**src/rtl/mpg_pkg.sv**
```systemverilog
package mpg_pkg;
  localparam logic [1:0] SEL_CTRL   = 2'd0;
  localparam logic [1:0] SEL_FADDR  = 2'd1;
  localparam logic [1:0] SEL_STATUS = 2'd2;

  typedef struct packed {
    logic genPar;     // guarded write in progress
    logic chkPar;     // guarded read in progress
    logic capture;    // load failing address, set flag
    logic clearFlag;  // software clear of sticky flag
    logic wrCtrl;     // load control register
  } mpgStrobes_t;
endpackage

```
**src/rtl/mpg_ctrl.sv**
```systemverilog
module mpg_ctrl
  import mpg_pkg::*;
#(
  parameter int REGION_BITS = 2,
  localparam int NUM_REGIONS = 1 << REGION_BITS
) (
  input  logic                   clk,
  input  logic                   rstN,
  input  logic                   cycValid,
  input  logic                   cycWrite,
  input  logic [REGION_BITS-1:0] cycRegion,
  input  logic [NUM_REGIONS-1:0] regionEn,
  input  logic                   mismatch,
  input  logic                   failValid,
  input  logic                   regWr,
  input  logic [1:0]             regSel,
  input  logic                   regClrBit,
  output mpgStrobes_t            strb,
  output logic                   parErr
);
  logic [NUM_REGIONS-1:0] regionHit;
  logic                   guarded;

  for (genvar i = 0; i < NUM_REGIONS; i++) begin : g_region
    assign regionHit[i] = (cycRegion == REGION_BITS'(i)) && regionEn[i];
  end

  assign guarded = cycValid && (|regionHit);

  always_comb begin
    strb           = '0;
    strb.genPar    = guarded && cycWrite;
    strb.chkPar    = guarded && !cycWrite;
    strb.clearFlag = regWr && (regSel == SEL_STATUS) && regClrBit;
    strb.wrCtrl    = regWr && (regSel == SEL_CTRL);
    strb.capture   = strb.chkPar && mismatch && (!failValid || strb.clearFlag);
  end

  assign parErr = strb.chkPar && mismatch;

  // an error only ever appears in a read strobe cycle
  p_err_in_read_r5: assert property (@(posedge clk) disable iff (!rstN)
    parErr |-> (cycValid && !cycWrite));
  // parity store only in a write strobe cycle
  p_gen_in_write_r3: assert property (@(posedge clk) disable iff (!rstN)
    strb.genPar |-> (cycValid && cycWrite));
  // disabled region never guarded
  p_disabled_quiet_r6: assert property (@(posedge clk) disable iff (!rstN)
    (cycValid && !regionEn[cycRegion]) |-> !(strb.genPar || strb.chkPar));
endmodule

```
**src/rtl/mpg_dpath.sv**
```systemverilog
module mpg_dpath
  import mpg_pkg::*;
#(
  parameter int ADDR_W      = 16,
  parameter int DATA_W      = 16,
  parameter int REGION_BITS = 2,
  parameter int REG_W       = 16,
  localparam int NUM_REGIONS = 1 << REGION_BITS,
  localparam int CTRL_W      = NUM_REGIONS + 1
) (
  input  logic                   clk,
  input  logic                   rstN,
  input  mpgStrobes_t            strb,
  input  logic [ADDR_W-1:0]      cycAddr,
  input  logic [DATA_W-1:0]      cycData,
  input  logic                   cycParIn,
  input  logic [1:0]             regSel,
  input  logic [CTRL_W-1:0]      ctrlWdata,
  output logic [NUM_REGIONS-1:0] regionEn,
  output logic                   mismatch,
  output logic                   failValid,
  output logic                   parOut,
  output logic [REG_W-1:0]       regRdata
);
  logic [CTRL_W-1:0] ctrlReg;
  logic [ADDR_W-1:0] failAddr;
  logic              oddSel;
  logic              parBit;

  assign regionEn = ctrlReg[NUM_REGIONS-1:0];
  assign oddSel   = ctrlReg[NUM_REGIONS];
  assign parBit   = (^cycData) ^ oddSel;
  assign mismatch = ((^cycData) ^ cycParIn) != oddSel;
  assign parOut   = strb.genPar ? parBit : 1'b0;

  always_ff @(posedge clk) begin
    if (!rstN) begin
      ctrlReg   <= '0;
      failAddr  <= '0;
      failValid <= 1'b0;
    end else begin
      if (strb.wrCtrl) ctrlReg <= ctrlWdata;
      if (strb.capture) begin
        failAddr  <= cycAddr;
        failValid <= 1'b1;
      end else if (strb.clearFlag) begin
        failValid <= 1'b0;
      end
    end
  end

  always_comb begin
    regRdata = '0;
    case (regSel)
      SEL_CTRL:   regRdata[CTRL_W-1:0] = ctrlReg;
      SEL_FADDR:  regRdata[ADDR_W-1:0] = failAddr;
      SEL_STATUS: regRdata[0]          = failValid;
      default:    regRdata             = '0;
    endcase
  end

  // capture loads the access address and sets the flag
  p_capture_loads_r7: assert property (@(posedge clk) disable iff (!rstN)
    strb.capture |=> (failValid && failAddr == $past(cycAddr)));
  // held address frozen until a clear
  p_addr_frozen_r8: assert property (@(posedge clk) disable iff (!rstN)
    (failValid && !strb.clearFlag) |=> ($stable(failAddr) && failValid));
  // a clear without a coincident capture drops the flag
  p_clear_drops_r9: assert property (@(posedge clk) disable iff (!rstN)
    (strb.clearFlag && !strb.capture) |=> !failValid);
endmodule

```
**src/rtl/mem_parity_guard.sv**
```systemverilog
module mem_parity_guard
  import mpg_pkg::*;
#(
  parameter int ADDR_W      = 16,
  parameter int DATA_W      = 16,
  parameter int REGION_BITS = 2,
  parameter int REG_W       = 16,
  localparam int NUM_REGIONS = 1 << REGION_BITS,
  localparam int CTRL_W      = NUM_REGIONS + 1
) (
  input  logic              clk,
  input  logic              rstN,
  input  logic              cycValid,
  input  logic              cycWrite,
  input  logic [ADDR_W-1:0] cycAddr,
  input  logic [DATA_W-1:0] cycData,
  input  logic              cycParIn,
  output logic              parOut,
  output logic              parWrEn,
  output logic              parErr,
  input  logic              regWr,
  input  logic [1:0]        regSel,
  input  logic [REG_W-1:0]  regWdata,
  output logic [REG_W-1:0]  regRdata
);
  mpgStrobes_t            strb;
  logic [NUM_REGIONS-1:0] regionEn;
  logic                   mismatch;
  logic                   failValid;
  logic                   unusedWdata;

  assign unusedWdata = ^regWdata[REG_W-1:CTRL_W];

  mpg_ctrl #(.REGION_BITS(REGION_BITS)) u_ctrl (
    .clk       (clk),
    .rstN      (rstN),
    .cycValid  (cycValid),
    .cycWrite  (cycWrite),
    .cycRegion (cycAddr[ADDR_W-1 -: REGION_BITS]),
    .regionEn  (regionEn),
    .mismatch  (mismatch),
    .failValid (failValid),
    .regWr     (regWr),
    .regSel    (regSel),
    .regClrBit (regWdata[0]),
    .strb      (strb),
    .parErr    (parErr)
  );

  mpg_dpath #(
    .ADDR_W(ADDR_W), .DATA_W(DATA_W),
    .REGION_BITS(REGION_BITS), .REG_W(REG_W)
  ) u_dpath (
    .clk       (clk),
    .rstN      (rstN),
    .strb      (strb),
    .cycAddr   (cycAddr),
    .cycData   (cycData),
    .cycParIn  (cycParIn),
    .regSel    (regSel),
    .ctrlWdata (regWdata[CTRL_W-1:0]),
    .regionEn  (regionEn),
    .mismatch  (mismatch),
    .failValid (failValid),
    .parOut    (parOut),
    .regRdata  (regRdata)
  );

  assign parWrEn = strb.genPar;

  // outputs idle in the first cycle after reset
  p_idle_after_reset_r1: assert property (@(posedge clk)
    $rose(rstN) |-> (!parErr && !parWrEn));
endmodule

```
**config.mk**
```make
export PLATFORM = sky130hd
export DESIGN_NAME = mem_parity_guard
export DESIGN_NICKNAME = d
export VERILOG_FILES = /design/src/rtl/mpg_pkg.sv /design/src/rtl/mpg_ctrl.sv /design/src/rtl/mpg_dpath.sv /design/src/rtl/mem_parity_guard.sv
export SDC_FILE = /design/constraint.sdc
export NUM_CORES = 1
export LEC_CHECK = 0
export ABC_AREA = 1
export BUFFER_PORTS_ARGS = -buffer_cell sky130_fd_sc_hd__buf_2
export CAP_MARGIN = 40
export CELL_PAD_IN_SITES_DETAIL_PLACEMENT = 1
export CELL_PAD_IN_SITES_GLOBAL_PLACEMENT = 2
export CORE_UTILIZATION = 23
export CTS_CLUSTER_DIAMETER = 200
export DETAILED_ROUTE_END_ITERATION = 7
export PLACE_DENSITY = 0.88
export SLEW_MARGIN = 25
export SYNTH_ARGS = -nofsm -noshare
export SYNTH_HDL_FRONTEND = slang
export SYNTH_SLANG_ARGS = --single-unit
export TNS_END_PERCENT = 1
```
**constraint.sdc**
```tcl
create_clock -name clk -period 4.1 [get_ports clk]
set_clock_uncertainty 0.15 [all_clocks]
set_input_delay 0.205 -clock clk [delete_from_list [all_inputs] [get_ports clk]]
set_output_delay 0.205 -clock clk [all_outputs]
set_load 0.005 [all_outputs]
```
# Yosys cells after proc, flatten, opt, wreduce, memory -nomap -nowiden

Index checks and enable logic that the tools add are counted.

Equality and inequality tests: 6
Reduce and logical (&&, ||, !) cells: 20
Bitwise logic cells: 2
Multiplexer cells: 6

Operators with widths:

| cell                                                 | number |
|---|---|
| XOR reduction 16 bit                                 | 1 |
| logical AND 1 bit                                    | 12 |
| 2-to-1 mux 11 bit                                    | 1 |
| one-hot mux 4 bit (2 select lines)                   | 1 |
| equality test 2 bit (second input constant)          | 3 |
| equality test 2 x 1 -> 1 bit (second input constant) | 2 |
| logical NOT 2 bit                                    | 2 |
| OR reduction 4 bit                                   | 1 |
| 2-to-1 mux 1 bit                                     | 3 |
| one-hot mux 1 bit (3 select lines)                   | 1 |
| logical NOT 1 bit                                    | 2 |
| nonzero test 2 bit                                   | 1 |
| bitwise XOR 1 bit                                    | 2 |
| logical OR 1 bit                                     | 1 |
| != test 1 bit                                        | 1 |

Input bits: 56
Register bits: 22
Word-level logic and storage cells: 37

# Logic depth before layout (Yosys ltp)

Depth in word-level cells: 8
Depth in mapped cells: 16
Mapped depth without buffers: 15

# Cells and area by module

A second synthesis with hierarchy kept.

Cell total of the unflattened synthesis: 251
Area, all modules: 1,462.7 µm²

By module, submodules not included:

| module    | instances | sequential area each (µm²) | cells each | area each (µm²) |
|---|---|---|---|---|
| mpg_dpath | 1         | 440.4                      | 225        | 1,336.3 |
| mpg_ctrl  | 1         | 0.0                        | 26         | 126.4 |

# Worst setup path after synthesis

Ideal clock, no wire load.

Kind: reg-to-output
From: reg u_dpath.ctrlReg[0]
To: out parErr
Buffers on the path: 1
Cell stages (with the launch flop): 9
Data arrival time: 1.376 ns
Setup slack: 2.369 ns
Cell sequence: dfxtp_1 -> inv_1 -> a21oi_1 -> o21ai_0 -> nand2_1 -> nand2_1 -> nor2_2 -> buf_2 -> a21boi_0

Cells in the longest elaborated chain, start to end: 5

Ends and longest elaborated chain:

| item                   | line                   | source |
|---|---|---|
| start, declared        | mpg_dpath.sv:25        | `logic [CTRL_W-1:0] ctrlReg;` |
| start signal, assigned | mpg_dpath.sv:42        | `if (strb.wrCtrl) ctrlReg <= ctrlWdata;` |
| logical AND 1 bit      | mpg_ctrl.sv:25         | `assign regionHit[i] = (cycRegion == REGION_BITS'(i)) && regionEn[i];` |
| OR reduction 4 bit     | mpg_ctrl.sv:28         | `assign guarded = cycValid && (\|regionHit);` |
| logical AND 1 bit      | mpg_ctrl.sv:28         |  |
| logical AND 1 bit      | mpg_ctrl.sv:33         | `strb.chkPar = guarded && !cycWrite;` |
| logical AND 1 bit      | mpg_ctrl.sv:39         | `assign parErr = strb.chkPar && mismatch;` |
| end, declared          | mem_parity_guard.sv:20 | `output logic parErr,` |

Every way passes these cells.

# Worst setup path in the final report

From: reg u_dpath.ctrlReg[3]
To: out parErr

The elaborated chain is that of the path after synthesis.

==> summary by stage <==
Clock tree
The clock passes through at most 2 buffers. The clock root buffer master is sky130_fd_sc_hd__clkbuf_8. The tree built by TritonCTS fans out to 22 sinks. After clock tree synthesis, the setup repair step added 0 buffers. The later pin in the worst-skew pair is clocked with a latency of 260 ps. The number of instances resized during post-cts repair is 0. The clock transition time at the flip-flop clock pins of the worst setup and hold paths is approximately 80 ps. The clock buffer count from CTS is 3.

TritonCTS built the clock tree. In this run the number of H-tree levels came out at 1. Hold repair after CTS inserted 0 buffers.

STA
The sum of negative setup slack is 0 ps. In the post-route analysis, the smallest setup slack over all paths is slightly above 2000 ps. Setup repair after global routing left no endpoint under its margin. The max-slew violation count is 0. The actual transition at the worst max-transition pin is just over 700 ps. Subtracting the final worst setup slack from the clock period gives 2064 ps. The number of hold violations in the final report is 0.

In this run the tightest slew margin relative to its limit is a little over half. The final critical path takes up between 50% and 60% of the cycle. Based on the critical path, the design can be clocked at up to slightly below 500 MHz. The worst hold-check slack is between 70 and 80 ps. Setup violations remaining at the end of the flow were counted as 0.

Floorplan
The die is 86.06 microns tall. The effective utilization at floorplan is a little under a quarter. The die area is roughly 7400 sq um. The core region is slightly below 7000 sq um.

The width of the die is around 86 microns. The initialized floorplan defines 30 standard-cell rows. The I/O pin count is 75.

Critical path
The highest fanout seen on the critical path is 8. Counting cells, the worst reg-to-reg path comes to 12. For the worst setup path, the data arrival time is ~1700 ps.

The internal reg-to-reg setup slack is between 2000 and 2500 ps. The worst setup path is captured at an output pin. The endpoint of the lowest-slack register-to-register path is u_dpath.failAddr[13]. The worst flop-to-flop path startpoint is u_dpath.ctrlReg[4]. The critical path startpoint category is a flip-flop.

The data required time of the worst path is 3740 ps. The slowest stage of the critical path belongs to the cell sky130_fd_sc_hd__nor2_2. On the worst path, the slowest cell contributes a delay of 350 ps. Traced cell by cell, the critical path runs through inv_1, a21oi_1, o21ai_0, nand2_1, nand2_1, nor2_2, a21boi_0, buf_2. The beginning of the critical path is u_dpath.ctrlReg[3].

The cell occurring most often along the worst timing path is sky130_fd_sc_hd__nand2_1. The startpoint-to-endpoint class of the critical path is flip-flop to output pin.

Finish
The post-layout instance count excluding filler cells is 452. After the last flow step, the layout net total stands at a little over 400. 0 antenna diodes ended up in the layout.

The area growth from synthesis to layout is 27.79%. The post-route core utilization is approximately 31%. Of the cells placed in the final design, the portion with a size suffix greater than 1 is between 20% and 30%.

Min path
The worst hold path cell count is 3. The worst hold path belongs to the class input port to flip-flop. The hold-critical path endpoint is u_dpath.ctrlReg[4]. The start point of the worst hold path is regWdata[4].

Global route
Global routing finished with a remaining overflow of 0. The overall global routing resource usage is 13.42%. The met1 layer usage reported by global route is 15.94%. The number of global-route vias before repair was 1,936. The largest net degree at the start of global routing is 23.

The met2 demand-to-capacity share in global routing is roughly 25%. The met3 track demand over resource in global routing is roughly 2.2%. The initial antenna violation count is 0.

The first global-routing pass estimated 8066 microns of wire. The most congested layer reported by global routing is met2.

Route
The count of TritonRoute iterations in the first routing pass is 3. The number of vias per cell is roughly 4.2. The post-detailed-route wirelength per cell is about 10 microns.

For this run, design rule violations remaining after detail routing come to 0. In this run the remaining antenna-violating nets after routing total 0. The number of design-rule violations left by the first detailed-router iteration is 54. The wire length after detailed routing is ~4700 microns. The overall via count from detail_route is 1,894.

Logic synthesis
The Yosys warning count is 0. The cell count after synthesis is 296. The number of nets in the synthesized netlist is between 300 and 400. The count of distinct cell types in the synthesized netlist is 24.

The share of Yosys cell area claimed by the top area cell type is a little over a quarter. The register area share after synthesis is approximately 27%. Sorting the synthesized cells by area gives the leading types as sky130_fd_sc_hd__dfxtp_1, sky130_fd_sc_hd__nand2_1, sky130_fd_sc_hd__inv_1, sky130_fd_sc_hd__nor2_1, sky130_fd_sc_hd__nand4_1. The largest total area in the synthesized netlist belongs to sky130_fd_sc_hd__dfxtp_1. Dividing the synthesized area by the synthesized cell count gives about 5.5 sq um.

In this run, synthesis produced a sequential element count of 22. The post-synth design cell area is around 1600 sq um.

Run
The tool flagged a number of max-cap violations equal to 0.

Place
The count of buffers added on input and output ports is 63. Prior to clock tree synthesis, the placed netlist has a worst setup slack of about 1900 ps. Detailed placement ended at an HPWL of between 3000 and 4000 microns. Counting tap cells, the placed design contains a total of approximately 450 instances. The last weighted congestion value of the routability-driven placer is 0.7127.

Power and ir drop
The peak supply drop is roughly 0.000092 V. The static leakage is 0.001228 uW. Dividing total power by cell area gives a power density of around 250 nW/um^2.

Run status
The run finished with clean final reports.
cells in the final DEF, fill, tap and decap left out:
master	netlist	final
sky130_fd_sc_hd__a21boi_0	1	1
sky130_fd_sc_hd__a21boi_1	1	1
sky130_fd_sc_hd__a21oi_1	8	8
sky130_fd_sc_hd__buf_2	2	63
sky130_fd_sc_hd__buf_6	1	1
sky130_fd_sc_hd__clkbuf_8	0	3
sky130_fd_sc_hd__dfxtp_1	22	22
sky130_fd_sc_hd__inv_1	73	73
sky130_fd_sc_hd__inv_2	2	2
sky130_fd_sc_hd__nand2_1	105	105
sky130_fd_sc_hd__nand2_4	1	1
sky130_fd_sc_hd__nand3_1	10	10
sky130_fd_sc_hd__nand3_2	2	2
sky130_fd_sc_hd__nand3_4	1	1
sky130_fd_sc_hd__nand3b_1	1	1
sky130_fd_sc_hd__nand4_1	16	16
sky130_fd_sc_hd__nor2_1	30	30
sky130_fd_sc_hd__nor2_2	2	2
sky130_fd_sc_hd__o21ai_0	7	7
sky130_fd_sc_hd__o221ai_1	1	1
sky130_fd_sc_hd__o22ai_1	4	4
sky130_fd_sc_hd__xnor2_1	1	1
sky130_fd_sc_hd__xor2_1	1	1
power breakdown:
| part | switching (uW) | internal, uW |
|---|---|---|
| clock | 69.3 | 65.6 |
| sequential | 2.91 | 223 |
| combinational | 98.2 | 56.1 |
| total | 170 | 345 |
logic make-up (layout without fill, tap and decap cells):
group / Yosys count / in the layout / synth area share (%)
AND/OR/NAND/NOR: 168 / 168 / 44.65
buffers and inverters: 82 / 142 / 19.55
AO/OA/AOI/OAI: 22 / 22 / 7.621
flip-flops: 22 / 22 / 27.10
XOR/XNOR: 2 / 2 / 1.078
area by class of cell:
cell class	count	area (sq um)
fillers	955	4717
multi-input cells	192	867.1
flip-flops and latches	22	440.4
repair buffers	64	326.6
inverters	75	281.5
well taps	96	120.1
clock buffers	3	41.29
worst max-delay path by stage:
stage / end / depth (start not counted)
after floorplan: parErr / 8
after global placement: u_dpath.failAddr[14] / 10
after detailed placement: u_dpath.failAddr[0] / 10
after CTS: parErr / 8
after global routing: parErr / 8
final: parErr / 8
cells in the mapped netlist:
library cell               instances
sky130_fd_sc_hd__a21boi_0          1
sky130_fd_sc_hd__a21boi_1          1
sky130_fd_sc_hd__a21oi_1           8
sky130_fd_sc_hd__buf_1             1
sky130_fd_sc_hd__buf_2             2
sky130_fd_sc_hd__buf_6             1
sky130_fd_sc_hd__clkbuf_1          3
sky130_fd_sc_hd__dfxtp_1          22
sky130_fd_sc_hd__inv_1            73
sky130_fd_sc_hd__inv_2             2
sky130_fd_sc_hd__nand2_1         105
sky130_fd_sc_hd__nand2_4           1
sky130_fd_sc_hd__nand3_1          10
sky130_fd_sc_hd__nand3_2           2
sky130_fd_sc_hd__nand3_4           1
sky130_fd_sc_hd__nand3b_1          1
sky130_fd_sc_hd__nand4_1          16
sky130_fd_sc_hd__nor2_1           30
sky130_fd_sc_hd__nor2_2            2
sky130_fd_sc_hd__o21ai_0           7
sky130_fd_sc_hd__o221ai_1          1
sky130_fd_sc_hd__o22ai_1           4
sky130_fd_sc_hd__xnor2_1           1
sky130_fd_sc_hd__xor2_1            1
worst max-delay path: cells and delay by family (launching register included):
kind	cells	cell delay, ps
flip-flops	1	320
AND/OR/NAND/NOR	3	500
buffers and inverters	2	220
AO/OA/AOI/OAI	3	410
routing by layer:
metal	share of wire, %	vias to the layer above	wire length (microns)
met1	46	856	2195
met4	0.53	0	25
met2	49	33	2331
met5	0	-	0
met3	3.9	2	186
li1	-	1003	-
metrics by stage:
| step | area (sq um) | power, uW |
|---|---|---|
| 2_1_floorplan | 1625 | 334.0 |
| 5_1_grt | 2077 | 552.9 |
| 3_5_place_dp | 2024 | 386.9 |
| 6_report | 2077 | 515.6 |
| 4_1_cts | 2066 | 522.2 |
| 3_3_place_gp | 2024 | 380.7 |
flip-flops by register name, indices dropped and copies added (netlist names):
signal	count
u_dpath.failAddr	16
u_dpath.ctrlReg	5
u_dpath.failValid	1
Note: power is estimated with default switching activity, not from simulation.
